<file path="src/rtl/dsp_pkg.sv">
package dsp_pkg;

  localparam int UNIT_CNT = 5;
  localparam int UCODE_W  = 3;

  typedef enum logic [UCODE_W-1:0] {
    U_INT0 = 3'd0,
    U_INT1 = 3'd1,
    U_FPU  = 3'd2,
    U_SYSR = 3'd3,
    U_LDST = 3'd4
  } unit_e;

  typedef logic [UNIT_CNT-1:0] umask_t;

endpackage

</file>
<file path="src/rtl/dsp_unit_dec.sv">
module dsp_unit_dec
  import dsp_pkg::*;
(
  input  logic [UCODE_W-1:0] code,
  output umask_t             mask,
  output logic               legal
);

  // one-hot of the class code; codes beyond the last unit give an empty mask
  always_comb begin
    mask = '0;
    for (int u = 0; u < UNIT_CNT; u++) begin
      if (code == UCODE_W'(u)) mask[u] = 1'b1;
    end
  end

  assign legal = |mask;

endmodule

</file>
<file path="src/rtl/dsp_slot_gate.sv">
module dsp_slot_gate
  import dsp_pkg::*;
#(
  parameter int SLOT   = 0,
  parameter int REN_W  = 3,
  parameter int CQ_W   = 3,
  parameter int NEED_W = 2
) (
  input  logic              prev_ok,   // every older slot issues
  input  logic              vld,
  input  logic              legal,
  input  umask_t            mask,
  input  umask_t            older,     // units claimed by older slots
  input  umask_t            unit_rdy,
  input  logic [REN_W-1:0]  ren_free,
  input  logic [CQ_W-1:0]   cq_free,
  input  logic [NEED_W-1:0] ren_need,  // dest flags of slots 0..SLOT
  output logic              ok
);

  logic unit_free;
  logic no_clash;
  logic cq_room;
  logic ren_room;

  always_comb begin
    unit_free = |(mask & unit_rdy);
    no_clash  = ~|(mask & older);
    cq_room   = int'(cq_free) >= SLOT + 1;
    ren_room  = int'(ren_free) >= int'(ren_need);
    ok        = prev_ok & vld & legal & unit_free & no_clash & cq_room & ren_room;
  end

endmodule

</file>
<file path="src/rtl/dsp_tally.sv">
module dsp_tally
  import dsp_pkg::*;
#(
  parameter int ISSUE_W = 2,
  parameter int CNT_W   = 2
) (
  input  logic [ISSUE_W-1:0]          issue,
  input  logic [ISSUE_W-1:0]          dest,
  input  umask_t [ISSUE_W-1:0]        masks,
  output logic [CNT_W-1:0]            issue_cnt,
  output logic [CNT_W-1:0]            ren_cnt,
  output umask_t                      grant
);

  always_comb begin
    issue_cnt = '0;
    ren_cnt   = '0;
    grant     = '0;
    for (int k = 0; k < ISSUE_W; k++) begin
      issue_cnt = issue_cnt + CNT_W'(issue[k]);
      ren_cnt   = ren_cnt + CNT_W'(issue[k] & dest[k]);
      if (issue[k]) grant = grant | masks[k];
    end
  end

endmodule

</file>
<file path="src/rtl/dsp_dispatch_arb.sv">
module dsp_dispatch_arb
  import dsp_pkg::*;
#(
  parameter  int ISSUE_W = 2,
  parameter  int REN_W   = 3,
  parameter  int CQ_W    = 3,
  localparam int CNT_W   = $clog2(ISSUE_W + 1)
) (
  input  logic                       clk,
  input  logic                       rst_n,
  input  logic [ISSUE_W-1:0]         slot_vld,
  input  logic [ISSUE_W*UCODE_W-1:0] slot_unit,
  input  logic [ISSUE_W-1:0]         slot_dest,
  input  logic [UNIT_CNT-1:0]        unit_rdy,
  input  logic [REN_W-1:0]           ren_free,
  input  logic [CQ_W-1:0]            cq_free,
  output logic [ISSUE_W-1:0]         issue,
  output logic [CNT_W-1:0]           issue_cnt,
  output logic [CNT_W-1:0]           ren_alloc_cnt,
  output logic [CNT_W-1:0]           cq_alloc_cnt,
  output logic [UNIT_CNT-1:0]        unit_grant
);

  umask_t [ISSUE_W-1:0]     masks;
  umask_t [ISSUE_W-1:0]     older;
  logic   [ISSUE_W-1:0]     legal;
  logic   [ISSUE_W-1:0][CNT_W-1:0] need;

  for (genvar k = 0; k < ISSUE_W; k++) begin : g_slot
    logic prev;

    dsp_unit_dec u_dec (
      .code  (slot_unit[k*UCODE_W +: UCODE_W]),
      .mask  (masks[k]),
      .legal (legal[k])
    );

    if (k == 0) begin : g_head
      assign prev     = 1'b1;
      assign older[k] = '0;
      assign need[k]  = CNT_W'(slot_dest[k]);
    end else begin : g_tail
      assign prev     = issue[k-1];
      assign older[k] = older[k-1] | masks[k-1];
      assign need[k]  = need[k-1] + CNT_W'(slot_dest[k]);
    end

    dsp_slot_gate #(
      .SLOT   (k),
      .REN_W  (REN_W),
      .CQ_W   (CQ_W),
      .NEED_W (CNT_W)
    ) u_gate (
      .prev_ok  (prev),
      .vld      (slot_vld[k]),
      .legal    (legal[k]),
      .mask     (masks[k]),
      .older    (older[k]),
      .unit_rdy (unit_rdy),
      .ren_free (ren_free),
      .cq_free  (cq_free),
      .ren_need (need[k]),
      .ok       (issue[k])
    );

    if (k > 0) begin : g_order_chk
      p_in_order_r2: assert property (@(posedge clk) disable iff (!rst_n)
        issue[k] |-> issue[k-1]);
    end
  end

  dsp_tally #(
    .ISSUE_W (ISSUE_W),
    .CNT_W   (CNT_W)
  ) u_tally (
    .issue     (issue),
    .dest      (slot_dest),
    .masks     (masks),
    .issue_cnt (issue_cnt),
    .ren_cnt   (ren_alloc_cnt),
    .grant     (unit_grant)
  );

  assign cq_alloc_cnt = issue_cnt;

  p_count_r1: assert property (@(posedge clk) disable iff (!rst_n)
    $countones(issue) == int'(issue_cnt));

  p_unit_ready_r3: assert property (@(posedge clk) disable iff (!rst_n)
    (unit_grant & ~unit_rdy) == '0);

  p_cq_cover_r5: assert property (@(posedge clk) disable iff (!rst_n)
    int'(cq_alloc_cnt) <= int'(cq_free));

  p_ren_cover_r6: assert property (@(posedge clk) disable iff (!rst_n)
    int'(ren_alloc_cnt) <= int'(ren_free));

  p_valid_only_r7: assert property (@(posedge clk) disable iff (!rst_n)
    (issue & ~slot_vld) == '0);

  p_grant_distinct_r9: assert property (@(posedge clk) disable iff (!rst_n)
    $countones(unit_grant) == int'(issue_cnt));

endmodule

</file>
<file path="config.mk">
export PLATFORM = sky130hd
export DESIGN_NAME = dsp_dispatch_arb
export DESIGN_NICKNAME = d
export VERILOG_FILES = /design/src/rtl/dsp_pkg.sv /design/src/rtl/dsp_unit_dec.sv /design/src/rtl/dsp_slot_gate.sv /design/src/rtl/dsp_tally.sv /design/src/rtl/dsp_dispatch_arb.sv
export SDC_FILE = /design/constraint.sdc
export NUM_CORES = 1
export LEC_CHECK = 0
export BUFFER_PORTS_ARGS = -buffer_cell sky130_fd_sc_hd__buf_4
export CAP_MARGIN = 30
export CORE_MARGIN = 1
export CORE_UTILIZATION = 35
export DETAILED_ROUTE_END_ITERATION = 10
export PLACE_DENSITY = 0.79
export SLEW_MARGIN = 20
export SYNTH_ARGS = -nofsm -noshare
export SYNTH_HDL_FRONTEND = slang
export SYNTH_SLANG_ARGS = --single-unit
</file>
<file path="constraint.sdc">
create_clock -name vclk -period 3.1
set_input_delay 0.31 -clock vclk [all_inputs]
set_output_delay 0.31 -clock vclk [all_outputs]
set_load 0.01 [all_outputs]
</file>
# == After elaboration in Yosys (flattened, before gate mapping) ==
# Cells that the tools add are included.
# totals
reg_bits,0
in_bits,23
out_inout_bits,13
# classes
n_addsub,3
magnitude_cmp,4
eq_ne,8
mux,12
n_bitwise,16
reduce_logical,8
# op_table
op,count
5-bit OR reduction,5
5-bit AND,3
1-bit AND,12
"3-bit by 2-bit == test with 1-bit output, second input constant",4
1-bit two-way mux,10
5-bit two-way mux,2
"3-bit by 1-bit == test with 1-bit output, second input constant",2
"3-bit == test, second input constant",2
3-bit zero test,2
5-bit bitwise OR,1
1-bit by 1-bit adder with 2-bit output,2
3-bit by 1-bit greater-or-equal comparator with 1-bit output,1
"3-bit by 1-bit greater-or-equal comparator with 1-bit output, second input constant",1
3-bit by 2-bit greater-or-equal comparator with 1-bit output,1
"3-bit by 2-bit greater-or-equal comparator with 1-bit output, second input constant",1
2-bit adder,1
1-bit zero test,1

# == Depth between registers and ports, before layout ==
# logic_depth
depth_word,15
mapped_depth,9
mapped_depth_nobuf,8

# == By module ==
# From an unflattened synthesis, not the netlist that was laid out.
# unflattened
cells_unflattened,57
area_unflattened_um2,437.9
# modules_own_cells
mod,instances,cells_per_inst,area_per_inst_um2
dsp_slot_gate (g_slot[1].u_gate),1,16,115.1
dsp_slot_gate (g_slot[0].u_gate),1,14,112.6
dsp_unit_dec,2,6,42.5
dsp_tally,1,9,82.6
dsp_dispatch_arb,1,6,42.5

# == Worst setup path after synthesis ==
# Ideal clock, no wire load.
# synth_timing
path_type,input port to output port
startpoint,input port slot_dest[0]
endpoint,output port issue_cnt[0]
arrival_time_ns,2.045
required_time_ns,2.790
path_slack_ns,0.745
stages,9
n_path_buf,1
path_cell_list,ha_1 ha_1 nand2b_1 a211oi_2 nor2_1 nand3_2 nor2_1 ha_1 buf_4
# synth_between
elab_chain_cells,9
# synth_rtl
item,line,rtl
from (decl),dsp_dispatch_arb.sv:13,"input logic [ISSUE_W-1:0] slot_dest,"
3-bit by 1-bit greater-or-equal comparator with 1-bit output,dsp_slot_gate.sv:30,ren_room = int'(ren_free) >= int'(ren_need);
1-bit AND (6 in series),dsp_slot_gate.sv:31,ok = prev_ok & vld & legal & unit_free & no_clash & cq_room & ren_room;
1-bit AND (*),dsp_slot_gate.sv:31,
named net g_slot[1].u_gate.ok,dsp_slot_gate.sv:18,output logic ok
1-bit by 1-bit adder with 2-bit output (*),dsp_tally.sv:20,issue_cnt = issue_cnt + CNT_W'(issue[k]);
to (decl),dsp_dispatch_arb.sv:18,"output logic [CNT_W-1:0] issue_cnt,"
# Mark *: on every way through the listed nets, which the timed path passes. The rest lies on a longest branch.

# == Worst setup path in the final report ==
# layout_timing
startpoint,input port slot_dest[0]
endpoint,output port issue_cnt[0]
# layout_between
elab_chain_cells,9
# layout_rtl
item,line
3-bit by 1-bit greater-or-equal comparator with 1-bit output,dsp_slot_gate.sv:30
1-bit AND (7 in series),dsp_slot_gate.sv:31
1-bit by 1-bit adder with 2-bit output (*),dsp_tally.sv:20
# Mark *: on every way between the ends. The rest lies on a longest branch, timed or not.

==> metrics.md <==
| Metric | Value |
|---|---|
| Setup WS pre-CTS | around 0.57 ns |
| Worst hold path stage count | 4 |
| Cells after Synth | 69 |
| Die footprint | approximately 1800 µm² |
| Combinational share of power | 100.0% |
| Hold bufs inserted after CTS | 0 |
| Reg area | 0 µm² |
| Slowest cell on the critical path | a211oi_2 |
| Power Density | between 100 and 150 nW/µm² |
| CP Class | input port to output pin |
| Setup tns final | 0 ns |
| Data arrival, critical path | between 2 and 2.5 ns |
| Routed WL per cell | 11.2 µm |
| Area leader, netlist | ha_1 |
| Starting density of the core | a little under two fifths |
| Min-delay src | unit_rdy[0] |
| Worst hold endpoint | unit_grant[0] |
| Synth top area cells | ha_1 (13%), buf_4 (6.6%), a21oi_2 (6.1%) |
| Die Y | approximately 42 µm |
| Post-CTS Resized | 0 |
| Distinct cell type count after synthesis | 37 |
| First-pass GRT wire length | 1990 µm |
| Highest metal used | met3 |
| Num sequential | 0 |
| Dpl cell area | 774 µm² |
| Synth top area share | a little over an eighth |
| CP endpoint kind | output pin |
| Core Box Area | ~1500 µm² |
| Row cnt | 14 |
| Mapped Nets | 98 |
| Status | complete, no violations |
| Initial drt markers | 5 |
| CP most frequent cell | ha_1 |
| Setup violations, final | 0 |
| Largest stage delay on the critical path | 0.32 ns |
| Critical path launch point type | input port |
| Port Buf Inserts | 34 |
| Number of diodes | 0 |
| Largest net degree at the start of global routing | 12 |
| Mean post-synth cell area | 8.27 µm² |
| Dpl hpwl | roughly 1100 µm |
| Vias per std cell | 5.32 |
| Final setup margin | 0.596 ns |
| Sw frac | 49.1% |
| Clock share of power | 0% |
| Top delay family on crit path | adder cells |
| Relative slew slack | between 60% and 70% |
| Slew Viols, Final | 0 |
| Via count | roughly 590 |
| Syn Std Cell Area | around 570 µm² |
| Post-layout nets | 126 |
| Fin. Hold Viols | 0 |
| Met2 WL | just over 600 µm |
| GRT Total Usage | between 10% and 20% |
| Buf+Inv Stages, Crit Path | 2 |
| Final period util | around 81% |
| Period minus WS final | about 2.5 ns |
| Final Wtd Congestion | 0.772 |
| Synth top cells by count | ha_1 (6), buf_4 (5), inv_1 (5), nand2_1 (5), nor2_1 (5) |
| Yosys warning total | 0 |
| Worst-path fanout max | 3 |
| Leak | around 0.00038 µW |
| Routed metal-1 wirelength | approximately 560 µm |
| Switching power | about 43 µW |
| Final wirelength | approximately 1200 µm |
| Hold Path Class | input port to output pin |
| Power Internal | 44.9 µW |
| Cell Chain, Critical Path | buf_4, ha_1, ha_1, nand2b_1, a211oi_2, nor2_1, nand3_2, nor2_1, ha_1, buf_4 |
| Worst EP required | approximately 2.8 ns |
| GRT overflow | 0 |
| Slew @ Worst Pin | a little over 0.5 ns |
| Top-count cell post-synth | ha_1 |
| # Max-Cap Violations | 0 |
| DR WL met3 | 63 µm |
| Sequential-to-total area share from yosys stat | 0% |
| Maximum clock frequency | between 0.3 and 0.4 GHz |
| Unrepaired setup endpoints after global routing | false |
| Residual DRC | 0 |
| Layout clock buffers | 0 |
| Antenna violations before repair | 0 |
| Design Area, Final | approximately 770 µm² |
| Vias in the first global route | slightly below 500 |
| Die width | approximately 42 µm |
| Post-CTS Setup Bufs | 0 |
| Share of cells above drive strength 1 | between 50 and 60% |
| Seq pwr share | 0% |
| Ports | 36 |
| Routed Antenna Nets | 0 |
| Total iterations of the first detailed-routing run | 2 |
| Worst VDD drop | 0.0608 mV |
| Area Overhead vs Synth | 35.7% |
## stage by stage
step / instances / util, % / power (µW) / hold slack (ns)
3_3_place_gp: 111 / 51.4 / 86.6 / 0.990
4_1_cts: 111 / 51.4 / 88.9 / 0.996
2_1_floorplan: 69 / - / 58.7 / 0.755
5_1_grt: 111 / 51.4 / 96.0 / 1.02
3_5_place_dp: 111 / 51.4 / 88.7 / 0.996
6_report: 111 / 51.4 / 88.1 / 0.993
## power groups by stage
stage / combinational, µW / sequential [µW] / clock (µW)
after floorplan: 58.7 / 0 / 0
after global routing: 96.0 / 0 / 0
final: 88.1 / 0 / 0
after detailed placement: 88.7 / 0 / 0
after global placement: 86.6 / 0 / 0
after CTS: 88.9 / 0 / 0
## per-layer routing
| layer | up-vias | track usage, % |
|---|---|---|
| met5 | - | 0 |
| met2 | 17 | 26.5 |
| met1 | 275 | 16.8 |
| li1 | 299 | - |
| met4 | 0 | 0 |
| met3 | 0 | 0.431 |
## logic make-up after synthesis
family                   Yosys count  share of synthesized area (%)
adder cells (fa/ha/maj)            6                           13.2
buffers and inverters             14                           16.4
multiplexers                       3                           8.55
AO/OA/AOI/OAI                     14                           22.8
XOR/XNOR                           2                           3.07
AND/OR/NAND/NOR                   30                           36.0
## how the worst max path moves through the flow
stage	end	from	cells after the start
5_1_grt	issue_cnt[0]	slot_dest[0]	10
3_3_place_gp	issue_cnt[0]	slot_dest[0]	10
3_5_place_dp	issue_cnt[0]	slot_dest[0]	10
4_1_cts	issue_cnt[0]	slot_dest[0]	10
6_report	issue_cnt[0]	slot_dest[0]	10
2_1_floorplan	issue_cnt[0]	slot_dest[0]	9
## final cells by class
type,instances,area (µm²)
fill,148,732
multi-input combinational,55,477
timing repair buffer,34,255
inverter,6,22.5
tap,16,20.0
## cells in the final DEF (no fill, tap or decap), types with 2 or more instances in the layout
cell type  instances
buf_4             34
ha_1               6
inv_1              5
nor2_1             5
nand2_1            5
a21oi_2            4
nor3_1             3
nor3_4             2
xor2_1             2
nand4b_1           2
nand4_1            2
(Power assumes the default switching activity.)
